File: src/rtl/uart_regs_pkg.sv
package uart_regs_pkg;
    localparam int WB_DW   = 32;
    localparam int DIV_W   = 16;
    localparam int DIV_LSB = WB_DW - DIV_W;
    localparam int NREG    = 4;
    localparam int CFG_W   = 4;
    localparam int PAD_W   = DIV_LSB - CFG_W;

    typedef enum logic [1:0] {
        REG_STATUS = 2'd0,
        REG_CTRL   = 2'd1,
        REG_RXBUF  = 2'd2,
        REG_TXBUF  = 2'd3
    } reg_idx_e;

    localparam int ST_RXFULL = 0;
    localparam int ST_TXBUSY = 1;
    localparam int ST_OVR    = 2;
    localparam int ST_FERR   = 3;
    localparam int ST_PERR   = 4;

    typedef struct packed {
        logic [DIV_W-1:0] div;
        logic             two_stop;
        logic [1:0]       parity;
        logic             char8;
    } ctrl_t;
endpackage

File: src/rtl/uart_bus_port.sv
module uart_bus_port
    import uart_regs_pkg::*;
#(
    parameter int ADR_W = 4
) (
    input  logic            clk_i,
    input  logic            rst_i,
    input  logic            cyc_i,
    input  logic            stb_i,
    input  logic            we_i,
    input  logic [ADR_W-1:0] adr_i,
    output logic            ack_o,
    output logic [NREG-1:0] rd_stb_o,
    output logic [NREG-1:0] wr_stb_o
);
    typedef struct packed {
        logic ack;
    } port_t;

    port_t q, d;
    logic  take;

    assign take = cyc_i & stb_i & ~q.ack;

    always_comb begin
        d     = q;
        d.ack = take;
    end

    always_ff @(posedge clk_i) begin
        if (rst_i) q <= '0;
        else       q <= d;
    end

    assign ack_o = q.ack;

    for (genvar g = 0; g < NREG; g++) begin : g_dec
        logic hit;
        assign hit         = (adr_i == ADR_W'(g * 4));
        assign rd_stb_o[g] = take & ~we_i & hit;
        assign wr_stb_o[g] = take &  we_i & hit;
    end

    AST_ACK_SINGLE: assert property (@(posedge clk_i) disable iff (rst_i)
        ack_o |=> !ack_o);
    AST_ACK_HAS_REQ: assert property (@(posedge clk_i) disable iff (rst_i)
        ack_o |-> $past(cyc_i && stb_i));
endmodule

File: src/rtl/uart_rx_flags.sv
module uart_rx_flags #(
    parameter int CHAR_W = 8
) (
    input  logic              clk_i,
    input  logic              rst_i,
    input  logic              rx_valid_i,
    input  logic [CHAR_W-1:0] rx_data_i,
    input  logic              rx_perr_i,
    input  logic              rx_ferr_i,
    input  logic              rd_buf_i,
    input  logic              rd_status_i,
    output logic [CHAR_W-1:0] rxd_o,
    output logic              full_o,
    output logic              ovr_o,
    output logic              perr_o,
    output logic              ferr_o
);
    typedef struct packed {
        logic [CHAR_W-1:0] rxd;
        logic              full;
        logic              ovr;
        logic              perr;
        logic              ferr;
    } rxs_t;

    rxs_t q, d;

    always_comb begin
        d = q;
        if (rd_buf_i) begin
            d.rxd  = '0;
            d.full = 1'b0;
        end
        if (rd_status_i) begin
            d.ovr  = 1'b0;
            d.perr = 1'b0;
            d.ferr = 1'b0;
        end
        if (rx_valid_i) begin
            d.rxd  = rx_data_i;
            d.full = 1'b1;
            if (q.full && !rd_buf_i) d.ovr  = 1'b1;
            if (rx_perr_i)           d.perr = 1'b1;
            if (rx_ferr_i)           d.ferr = 1'b1;
        end
    end

    always_ff @(posedge clk_i) begin
        if (rst_i) q <= '0;
        else       q <= d;
    end

    assign rxd_o  = q.rxd;
    assign full_o = q.full;
    assign ovr_o  = q.ovr;
    assign perr_o = q.perr;
    assign ferr_o = q.ferr;

    AST_RX_LOAD: assert property (@(posedge clk_i) disable iff (rst_i)
        rx_valid_i |=> (full_o && rxd_o == $past(rx_data_i)));
    AST_RX_READ_CLEARS: assert property (@(posedge clk_i) disable iff (rst_i)
        (rd_buf_i && !rx_valid_i) |=> !full_o);
    AST_RX_PARITY_STICKY: assert property (@(posedge clk_i) disable iff (rst_i)
        (rx_valid_i && rx_perr_i) |=> perr_o);
    AST_RX_OVERRUN: assert property (@(posedge clk_i) disable iff (rst_i)
        (rx_valid_i && full_o && !rd_buf_i) |=> ovr_o);
    AST_STATUS_READ_CLEARS: assert property (@(posedge clk_i) disable iff (rst_i)
        (rd_status_i && !rx_valid_i) |=> (!ovr_o && !perr_o && !ferr_o));
endmodule

File: src/rtl/uart_tx_hold.sv
module uart_tx_hold #(
    parameter int CHAR_W = 8
) (
    input  logic              clk_i,
    input  logic              rst_i,
    input  logic              wr_i,
    input  logic [CHAR_W-1:0] wdata_i,
    input  logic              cancel_i,
    input  logic              tx_done_i,
    output logic [CHAR_W-1:0] tx_data_o,
    output logic              tx_start_o,
    output logic              busy_o
);
    typedef struct packed {
        logic [CHAR_W-1:0] data;
        logic              busy;
        logic              start;
    } txs_t;

    txs_t q, d;

    always_comb begin
        d       = q;
        d.start = 1'b0;
        if (tx_done_i) d.busy = 1'b0;
        if (cancel_i) begin
            d.busy = 1'b0;
        end else if (wr_i && !q.busy) begin
            d.data  = wdata_i;
            d.busy  = 1'b1;
            d.start = 1'b1;
        end
    end

    always_ff @(posedge clk_i) begin
        if (rst_i) q <= '0;
        else       q <= d;
    end

    assign tx_data_o  = q.data;
    assign tx_start_o = q.start;
    assign busy_o     = q.busy;

    AST_TX_START_FROM_IDLE: assert property (@(posedge clk_i) disable iff (rst_i)
        tx_start_o |-> ($past(!busy_o) && busy_o));
    AST_TX_START_PULSE: assert property (@(posedge clk_i) disable iff (rst_i)
        tx_start_o |=> !tx_start_o);
    AST_TX_CANCEL_IDLES: assert property (@(posedge clk_i) disable iff (rst_i)
        cancel_i |=> !busy_o);
    AST_TX_DONE_IDLES: assert property (@(posedge clk_i) disable iff (rst_i)
        (tx_done_i && !wr_i) |=> !busy_o);
endmodule

File: src/rtl/uart_wb_regs.sv
module uart_wb_regs
    import uart_regs_pkg::*;
#(
    parameter int ADR_W  = 4,
    parameter int CHAR_W = 8
) (
    input  logic              clk_i,
    input  logic              rst_i,
    input  logic              cyc_i,
    input  logic              stb_i,
    input  logic              we_i,
    input  logic [ADR_W-1:0]  adr_i,
    input  logic [WB_DW-1:0]  dat_i,
    output logic [WB_DW-1:0]  dat_o,
    output logic              ack_o,
    output logic [DIV_W-1:0]  clk_div_o,
    output logic              char8_o,
    output logic [1:0]        parity_mode_o,
    output logic              stop2_o,
    output logic              cancel_o,
    output logic [CHAR_W-1:0] tx_data_o,
    output logic              tx_start_o,
    input  logic              tx_done_i,
    input  logic              rx_valid_i,
    input  logic [CHAR_W-1:0] rx_data_i,
    input  logic              rx_perr_i,
    input  logic              rx_ferr_i
);
    typedef struct packed {
        ctrl_t            ctrl;
        logic             cancel;
        logic [WB_DW-1:0] rdata;
    } top_t;

    top_t q, d;

    logic [NREG-1:0]   rd_stb, wr_stb;
    logic [CHAR_W-1:0] rxd;
    logic              rx_full, rx_ovr, rx_perr, rx_ferr, tx_busy;
    logic [WB_DW-1:0]  stat_w;
    logic              unused_dat;

    assign unused_dat = ^dat_i;

    uart_bus_port #(.ADR_W(ADR_W)) u_port (
        .clk_i    (clk_i),
        .rst_i    (rst_i),
        .cyc_i    (cyc_i),
        .stb_i    (stb_i),
        .we_i     (we_i),
        .adr_i    (adr_i),
        .ack_o    (ack_o),
        .rd_stb_o (rd_stb),
        .wr_stb_o (wr_stb)
    );

    uart_rx_flags #(.CHAR_W(CHAR_W)) u_rx (
        .clk_i       (clk_i),
        .rst_i       (rst_i),
        .rx_valid_i  (rx_valid_i),
        .rx_data_i   (rx_data_i),
        .rx_perr_i   (rx_perr_i),
        .rx_ferr_i   (rx_ferr_i),
        .rd_buf_i    (rd_stb[REG_RXBUF]),
        .rd_status_i (rd_stb[REG_STATUS]),
        .rxd_o       (rxd),
        .full_o      (rx_full),
        .ovr_o       (rx_ovr),
        .perr_o      (rx_perr),
        .ferr_o      (rx_ferr)
    );

    uart_tx_hold #(.CHAR_W(CHAR_W)) u_tx (
        .clk_i      (clk_i),
        .rst_i      (rst_i),
        .wr_i       (wr_stb[REG_TXBUF]),
        .wdata_i    (dat_i[CHAR_W-1:0]),
        .cancel_i   (wr_stb[REG_CTRL]),
        .tx_done_i  (tx_done_i),
        .tx_data_o  (tx_data_o),
        .tx_start_o (tx_start_o),
        .busy_o     (tx_busy)
    );

    always_comb begin
        stat_w            = '0;
        stat_w[ST_RXFULL] = rx_full;
        stat_w[ST_TXBUSY] = tx_busy;
        stat_w[ST_OVR]    = rx_ovr;
        stat_w[ST_FERR]   = rx_ferr;
        stat_w[ST_PERR]   = rx_perr;
    end

    always_comb begin
        d        = q;
        d.cancel = wr_stb[REG_CTRL];
        d.rdata  = '0;
        if (wr_stb[REG_CTRL])
            d.ctrl = {dat_i[WB_DW-1:DIV_LSB], dat_i[CFG_W-1:0]};
        unique case (1'b1)
            rd_stb[REG_STATUS]: d.rdata = stat_w;
            rd_stb[REG_CTRL]:   d.rdata = {q.ctrl.div, {PAD_W{1'b0}},
                                           q.ctrl.two_stop, q.ctrl.parity, q.ctrl.char8};
            rd_stb[REG_RXBUF]:  d.rdata = WB_DW'(rxd);
            default:            d.rdata = '0;
        endcase
    end

    always_ff @(posedge clk_i) begin
        if (rst_i) q <= '0;
        else       q <= d;
    end

    assign dat_o         = q.rdata;
    assign cancel_o      = q.cancel;
    assign clk_div_o     = q.ctrl.div;
    assign char8_o       = q.ctrl.char8;
    assign parity_mode_o = q.ctrl.parity;
    assign stop2_o       = q.ctrl.two_stop;

    AST_CANCEL_PULSE: assert property (@(posedge clk_i) disable iff (rst_i)
        cancel_o |=> !cancel_o);
    AST_CANCEL_WITH_ACK: assert property (@(posedge clk_i) disable iff (rst_i)
        cancel_o |-> ack_o);
    AST_CTRL_DIV_TAKEN: assert property (@(posedge clk_i) disable iff (rst_i)
        (cyc_i && stb_i && !ack_o && we_i && adr_i == ADR_W'(4))
        |=> clk_div_o == $past(dat_i[WB_DW-1:DIV_LSB]));
    AST_WRONLY_READS_ZERO: assert property (@(posedge clk_i) disable iff (rst_i)
        (cyc_i && stb_i && !ack_o && !we_i && adr_i == ADR_W'(12))
        |=> dat_o == '0);
endmodule

File: config.mk
export PLATFORM = sky130hd
export DESIGN_NAME = uart_wb_regs
export DESIGN_NICKNAME = d
export VERILOG_FILES = /design/src/rtl/uart_regs_pkg.sv /design/src/rtl/uart_bus_port.sv /design/src/rtl/uart_rx_flags.sv /design/src/rtl/uart_tx_hold.sv /design/src/rtl/uart_wb_regs.sv
export SDC_FILE = /design/constraint.sdc
export NUM_CORES = 1
export LEC_CHECK = 0
export ABC_AREA = 1
export BUFFER_PORTS_ARGS = -buffer_cell sky130_fd_sc_hd__buf_2
export CAP_MARGIN = 20
export CORE_AREA = 2 2 76 78
export DETAILED_ROUTE_END_ITERATION = 8
export DIE_AREA = 0 0 78 80
export PLACE_DENSITY = 0.87
export SETUP_SLACK_MARGIN = 0.4
export SLEW_MARGIN = 20
export SYNTH_ARGS = -nofsm -noshare
export SYNTH_HDL_FRONTEND = slang
export SYNTH_SLANG_ARGS = --single-unit
File: constraint.sdc
create_clock -name clk_i -period 2.38 [get_ports clk_i]
set_input_delay 0.238 -clock clk_i [delete_from_list [all_inputs] [get_ports clk_i]]
set_output_delay 0.238 -clock clk_i [all_outputs]
set_load 0.01 [all_outputs]
# Word-level counts from Yosys, hierarchy flattened
# Cells that the tools add are included.
# W data, S select, Z words.
[classes]
n_eq_ne = 3
muxes = 9
bitwise_logic = 12
n_reduce_logical = 9
[op_table]
columns = ["cell", "n"]
rows = [
  ["$pmux W32 S3", 1],
  ["$mux W12", 1],
  ["$and A1 B1 Y1", 9],
  ["$mux W9", 1],
  ["$eq A4 B4 Y1 const B", 2],
  ["$eq A4 B3 Y1 const B", 1],
  ["$logic_not A4 Y1", 1],
  ["$mux W1", 4],
  ["$reduce_bool A2 Y1", 2],
  ["$mux W3", 1],
  ["$not A1 Y1", 3],
  ["$logic_and A1 B1 Y1", 2],
  ["$logic_not A1 Y1", 2],
  ["$mux W2", 1],
  ["$reduce_and A2 Y1", 1],
  ["$reduce_or A2 Y1", 1],
]
[word_totals]
reg_bits = 76
in_bits = 53
out_inout_bits = 63
elab_cells = 48

# Logic depth before layout (Yosys ltp)
# Gate-level depths: netlist of run 1.
[logic_depth]
depth_word = 8
mapped_depth = 8
depth_no_buf = 7

# By module
# From an unflattened synthesis of run 1, not the netlist that was laid out.
[unflattened]
cells_unflattened = 328
area_unflattened_um2 = 2606.2
[modules_own_cells]
columns = ["module", "n_inst", "cells_each", "area_each_um2", "seq_area_each_um2"]
rows = [
  ["uart_wb_regs", 1, 193, 1602.8, 900.9],
  ["uart_rx_flags", 1, 52, 461.7, 240.2],
  ["uart_tx_hold", 1, 60, 417.9, 200.2],
  ["uart_bus_port", 1, 23, 123.9, 20.0],
]

# Worst setup path before layout of run 1
# Ideal clock, no wire load.
[synth_path]
path_kind = "reg-to-reg"
from = "reg u_port.q (netlist: u_port.ack_o)"
to = "reg u_rx.q (netlist bit u_rx.rxd_o[0])"
setup_time_ns = 0.120
arrival_time_ns = 1.096
required_ns = 2.260
setup_slack_ns = 1.165
stages_incl_launch_ff = 6
path_buffers = 1
period_less_slack_ns = 1.215
path_cell_list = "dfxtp_1 -> nor3_4 -> nand2_1 -> buf_2 -> nand3_1 -> a21oi_1"
[synth_via]
elab_chain_len = 5
[synth_rtl]
columns = ["element", "line_no", "text"]
rows = [
  ["start: declaration", "uart_bus_port.sv:20", "port_t q, d;"],
  ["start signal: assignment", "uart_bus_port.sv:31", "if (rst_i) q <= '0;"],
  ["start signal: assignment", "uart_bus_port.sv:32", "else q <= d;"],
  ["$not A1 Y1", "uart_bus_port.sv:23", "assign take = cyc_i & stb_i & ~q.ack;"],
  ["$and A1 B1 Y1", "uart_bus_port.sv:23", ""],
  ["$and A1 B1 Y1 (2 in a row)", "uart_bus_port.sv:40", "assign rd_stb_o[g] = take & ~we_i & hit;"],
  ["$reduce_bool A2 Y1 (no source line)", "-", ""],
  ["end signal: assignment", "uart_rx_flags.sv:49", "if (rst_i) q <= '0;"],
  ["end signal: assignment", "uart_rx_flags.sv:50", "else q <= d;"],
  ["end: declaration", "uart_rx_flags.sv:26", "rxs_t q, d;"],
]
# Every way passes these cells.
# A chain may end at the register's enable or synchronous reset.

# Worst setup path after layout of run 1
[layout_path]
from = "reg u_port.q (netlist: u_port.ack_o)"
to = "reg u_tx.q (netlist bit u_tx.busy_o)"
[layout_via]
elab_chain_len = 6
elab_cells_between_ends = 9
classes_between = "mux: 1; bitwise: 5; reduce/logical: 3"
[layout_rtl]
columns = ["element", "line_no", "text"]
rows = [
  ["$not A1 Y1 *", "uart_bus_port.sv:23", ""],
  ["$and A1 B1 Y1 *", "uart_bus_port.sv:23", ""],
  ["$and A1 B1 Y1 *", "-", ""],
  ["$and A1 B1 Y1", "uart_bus_port.sv:41", "assign wr_stb_o[g] = take & we_i & hit;"],
  ["$logic_and A1 B1 Y1", "uart_tx_hold.sv:28", "end else if (wr_i && !q.busy) begin"],
  ["$mux W2 or $reduce_bool A2 Y1 (tied branches)", "-", ""],
  ["end signal: assignment", "uart_tx_hold.sv:36", "if (rst_i) q <= '0;"],
  ["end signal: assignment", "uart_tx_hold.sv:37", "else q <= d;"],
  ["end: declaration", "uart_tx_hold.sv:20", "txs_t q, d;"],
]
# Mark *: on every way between the ends. The rest lies on a longest branch, timed or not.

==> impl_metrics.yaml, run 1 <==
outcome:
  outcome: "completed"
logic_synthesis:
  ys_ff_latch: 68
  syn_inst: 308
  synth_cell_types: 23
  syn_area_mm2: 0.002624
  synth_warnings: 0
  syn_area_per_cell_um2: 8.519
  synth.yosys.seq_area_share_pct: 51.88
route:
  wl_per_cell_um: 11.53
  firstDrtPassIters: 4
  vias: 2239
  postRouteAntennaNets: 0
  drt_iter0_drc: 102
  viasPerCell: 4.636
  wl_um: 5571
  drc: 0
sta:
  min_period_ns: 1.480
  slew_headroom_pct: 60.79
  worst_pin_slew_ns: 0.5875
  setup_tns_ns: 0
  rsz0062_at_grt: "no"
  timing.final.ws_setup_ns: 0.9000
  timing_hold_violations_final: 0
  timing.hold.ws_ns: 0.1066
  drv_slew: 0
  clock_skew_ns: 0.005290
  min_period_over_period_pct: 62.18
  fmax_mhz: 675.7
  finalSetupViolCount: 0
worst_setup_path:
  worst_ep_required_time_ns: 2.64
  path_class: "reg -> reg"
  end_kind: "register"
  crit_arrival_ns: 1.74
  worst-path-max-fanout: 17
  setup.worst_path.start_class: "register"
final_layout:
  layout-drive-gt1-share_pct: 37.23
  final_common_cell: "buf_2"
  diodes: 0
  mostFrequentLayoutCells: "99 x buf_2, 68 x dfxtp_1, 54 x nand2_1"
  n_fill_cell: 488
  areaGrowthSynthToFinish_pct: 24.99
  fin_nets: 460
  design_area_mm2: 0.003279
floorplan:
  die_x_um: 78
  initial_core_util_pct: 48.54
  pin_count: 116
  die_area_mm2: 0.006240
  row_count: 27
  die_h_um: 80
  coreArea_mm2: 0.005405
clock_tree:
  holdBufCountCts: 0
  cts_tree: "yes"
  post_cts_buffers: 0
  cts_inserted_buffers: 9
  clock_latency_ns: 0.33
  path_clk_slew_ns: 0.07
  cts_resized: 0
  clock_path_buffers: 2
  cts-root-buf: "clkbuf_8"
  htreeDepth: 3
  cts.sinks: 68
power:
  peakVddDrop_v: 0.0003792
  leakage_nw: 1.657
  total_power_mw: 2.196
  p_per_area_mw_per_mm2: 669.7
placed_design:
  hpwl_um: 4139
  pre_cts_slack_ns: 0.8473
  place_area_mm2: 0.003089
  gp_congestion: 0.8162
  place.port_buffers: 99
worst_hold_path:
  hp-class: "in -> reg"
global_routing:
  grt_pass1_wl_um: 8990
  grt_pass1_vias: 1975
  grt_max_degree: 22
  grt_usage_pct: 18.52
  grt-ovfl-total: 0
  antenna_found_initial: 0
flow_run:
  drv_cap: 0
==> Yosys cell counts <==
cell type / number / share of area, %
a21oi_1: 10 / 1.9
a21oi_2: 1 / 0.33
buf_2: 6 / 1.1
buf_4: 8 / 2.3
buf_6: 4 / 1.7
buf_8: 2 / 1.1
clkbuf_1: 1 / 0.14
conb_1: 1 / 0.14
dfxtp_1: 68 / 52
inv_1: 38 / 5.4
nand2_1: 54 / 7.7
nand2_2: 11 / 2.6
nand2_4: 4 / 1.7
nand3_1: 31 / 5.9
nand4_1: 2 / 0.48
nor2_1: 25 / 3.6
nor2_2: 1 / 0.24
nor2_8: 2 / 1.5
nor3_1: 17 / 3.2
nor3_4: 1 / 0.62
o21ai_0: 5 / 0.95
o21ai_2: 15 / 5.0
or2_2: 1 / 0.24
==> stage by stage <==
| step | utilization [%] | instances |
|---|---|---|
| floorplan | - | 315 |
| global placement | 57.15 | 468 |
| detailed placement | 57.15 | 468 |
| CTS | 60.67 | 483 |
| global route | 60.67 | 483 |
| finish | 60.67 | 483 |
==> final cells by class <==
type                       instances  area (um^2)  share of cell area (%)
timing repair buffer             102        518.0                   15.80
clock buffer                      10        137.6                   4.197
tap                               72        90.09                   2.747
inverter                          38        142.6                   4.349
multi-input combinational        188        977.2                   29.80
sequential                        68         1361                   41.51
clock inverter                     5        52.55                   1.602
==> sequential cells by signal, summed over array words and instances (netlist names) <==
signal           count
dat_o               24
clk_div_o           16
u_rx.rxd_o           8
u_tx.tx_data_o       8
parity_mode_o        2
cancel_o             1
char8_o              1
stop2_o              1
u_port.ack_o         1
u_rx.ferr_o          1
u_rx.full_o          1
u_rx.ovr_o           1
u_rx.perr_o          1
u_tx.busy_o          1
u_tx.tx_start_o      1
==> cells by family (layout without fill, tap and decap cells) <==
logic type / Yosys count / count (layout) / share of synthesized area, %
and+or+nand+nor: 149 / 149 / 27.90
other: 1 / 8 / 0.1429
buffers and inverters: 59 / 155 / 11.87
DFF: 68 / 68 / 51.88
AOI/OAI and AO/OA: 31 / 31 / 8.202
==> worst max-delay path, cell delays in order (launching register included) <==
cell and delay [ns]:
dfxtp_1 0.35, inv_1 0.06, nand4_1 0.18, nor2_2 0.54, inv_1 0.14, a21oi_2 0.14
==> power breakdown <==
group          switching, mW  internal, mW
Sequential           0.00843          1.15
Clock                  0.402         0.501
Combinational         0.0826        0.0494
==> per-layer routing <==
layer / track usage [%] / up-vias / wire (um)
li1: - / 1146 / -
met1: 22.82 / 1004 / 2438
met4: 7.544 / 0 / 83
met5: 0 / - / 0
met3: 4.751 / 7 / 366
met2: 30.95 / 82 / 2682
==> final timing paths <==
check                                           startpoint                         to  slack [ns]  cells after the start
worst max-delay path               u_port.ack_o$_SDFF_PP0_   u_tx.busy_o$_SDFFE_PP0P_        0.90                      5
worst min-delay path                             dat_i[25]  clk_div_o[9]$_SDFFE_PP0P_        0.11                      3
worst max register to register     u_port.ack_o$_SDFF_PP0_   u_tx.busy_o$_SDFFE_PP0P_        0.90                      5
worst min register to register  u_rx.rxd_o[5]$_SDFFE_PP0P_        dat_o[5]$_SDFF_PP0_        0.46                      2
(Power assumes the default switching activity.)
==> run 2, diff against run 1 <==
CORE_AREA = 2 2 78 80   (was 2 2 76 78)
DIE_AREA = 0 0 80 82   (was 0 0 78 80)
PLACE_DENSITY = 0.83   (was 0.87)
clock period = 1.52 ns   (was 2.38 ns; I/O delays follow)
==> run 2 against run 1 <==
Effect of this change:
- worst hold slack got worse by 0.085 ns
- first-iteration DRC count fell by 22%
- combinational power rose by 89%
- non-clock buffer count rose by 11
- via count rose by 5.9%
- register-to-register slack got worse by 0.63 ns
- worst setup slack got worse by 0.63 ns
- largest power group unchanged
- flip-flop and latch count did not move
- design area rose by 11%
- utilization rose by 2.9 points
- critical path type unchanged
- sequential share of layout area fell by 4.2 points
- clock power rose by 71%
==> impl_metrics.yaml, run 2 (synthesized netlist as in run 1, its figures left out) <==
placed_design:
  hpwl_um: 4179
  place_area_mm2: 0.003146
  pre_cts_slack_ns: 0.1744
  dp_cells: 476
  place.port_buffers: 99
  gp_congestion: 0.7982
flow_run:
  drv_cap: 0
power:
  peakVddDrop_v: 0.0007196
  leakage_nw: 1.759
  p_per_area_mw_per_mm2: 989.1
  total_power_mw: 3.613
sta:
  min_period_ns: 1.249
  slew_headroom_pct: 61.28
  finalSetupViolCount: 0
  timing.hold.ws_ns: 0.02130
  worst_pin_slew_ns: 0.5802
  min_period_over_period_pct: 82.14
  setup_tns_ns: 0
  drv_slew: 0
  fmax_mhz: 800.9
  timing_hold_violations_final: 0
  timing.final.ws_setup_ns: 0.2714
  clock_skew_ns: 0.006993
  rsz0062_at_grt: "yes"
global_routing:
  met1_usage_pct: 21.91
  grt-ovfl-total: 0
  grt_use_met3_pct: 4.945
  grt_pass1_vias: 2264
  grt_use_met2_pct: 38.33
  grt_max_degree: 18
  grt_pass1_wl_um: 10270
  grt_usage_pct: 20.33
  antenna_found_initial: 0
  busiest_layer: "met2"
floorplan:
  row_count: 28
  coreArea_mm2: 0.005746
  initial_core_util_pct: 45.67
  die_area_mm2: 0.006560
  pin_count: 116
  die_h_um: 82
  die_x_um: 80
route:
  vias: 2371
  postRouteAntennaNets: 0
  wl_per_cell_um: 12.82
  wl_um: 6425
  drt_iter0_drc: 80
  drc: 0
  firstDrtPassIters: 4
  viasPerCell: 4.733
clock_tree:
  cts_tree: "yes"
  htreeDepth: 3
  cts.sinks: 68
  path_clk_slew_ns: 0.07
  clock_path_buffers: 2
  clock_latency_ns: 0.32
  cts-root-buf: "clkbuf_8"
  cts_inserted_buffers: 9
outcome:
  outcome: "completed"
final_layout:
  diodes: 0
  n_fill_cell: 468
  fin_util_pct: 63.57
  areaGrowthSynthToFinish_pct: 39.20
  layout-drive-gt1-share_pct: 45.77
  mostFrequentLayoutCells: "99 x buf_2, 67 x dfxtp_1, 48 x nand2_1"
  largest_register_ffs: 24
  final_common_cell: "buf_2"
  design_area_mm2: 0.003652
  finalNonFillerCells: 501
  fin_nets: 475
worst_setup_path:
  worst-path-max-fanout: 7
  setup.worst_path.start_class: "register"
  slowest_stage: "dfxtp_2"
  worst_ep_required_time_ns: 1.78
  path_cells: "inv_2 > nand4_1 > inv_2 > nand2_8 > nor2_4 > buf_12 > nand2_2 > o21ai_2"
  end_kind: "register"
  cp_common_cell: "inv_2"
  slowest_delay_ns: 0.34
  path_class: "reg -> reg"
  crit_arrival_ns: 1.50
worst_hold_path:
  hp-class: "in -> reg"
run 2: cell count changes in the layout (fill, tap and decap cells not counted), sizes merged:
| cell | delta |
|---|---|
| buf | +11 |
| nor2 | +2 |
| bufinv | +1 |
| nand2 | +2 |
| clkinv | -1 |
run 2: critical path, delay by kind of cell (launching register included):
family / cells / cell delay, ns
simple gates: 4 / 0.46
buf+inv: 3 / 0.33
compound gates: 1 / 0.05
flops: 1 / 0.34
run 2: cell type report:
cell class              instances  area (um^2)  area share [%]
repair buffers                113        645.6           17.68
flip-flops and latches         68         1363           37.31
multi-input cells             192         1202           32.92
well taps                      75        93.84           2.569
clock inverters                 5        77.57           2.124
inverters                      38        142.6           3.905
clock buffers                  10        127.6           3.494
run 2: repair_timing:
action / in CTS / in global routing
setup endpoints to repair: 56 / 65
gates cloned: 4 / 0
pin swaps: 10 / 3
resized for setup: 26 / 12
endpoints found under the hold margin: 0 / 0
hold buffers: 0 / 0
setup buffers: 5 / 1
run 2: metal layers:
| metal | part of all wire [%] | vias up |
|---|---|---|
| met3 | 5.4 | 10 |
| met5 | 0 | - |
| met1 | 41 | 1097 |
| met4 | 1.7 | 0 |
| li1 | - | 1189 |
| met2 | 52 | 75 |
run 2: path summary, 6_finish.rpt:
path	from	end	slack [ns]	cells after the start
worst max register to register	u_port.ack_o$_SDFF_PP0_	clk_div_o[0]$_SDFFE_PP0P_	0.27	8
worst min-delay path	dat_i[21]	clk_div_o[5]$_SDFFE_PP0P_	0.02	3
worst max-delay path	u_port.ack_o$_SDFF_PP0_	clk_div_o[0]$_SDFFE_PP0P_	0.27	8
worst min register to register	u_rx.rxd_o[7]$_SDFFE_PP0P_	dat_o[7]$_SDFF_PP0_	0.46	2
run 2: report_power, final:
part | internal (mW) | leakage (nW) | total, mW | switching [mW]
Combinational | 0.0948 | 1.11 | 0.250 | 0.155
Clock | 0.910 | 0.102 | 1.54 | 0.634
Sequential | 1.81 | 0.551 | 1.82 | 0.0134
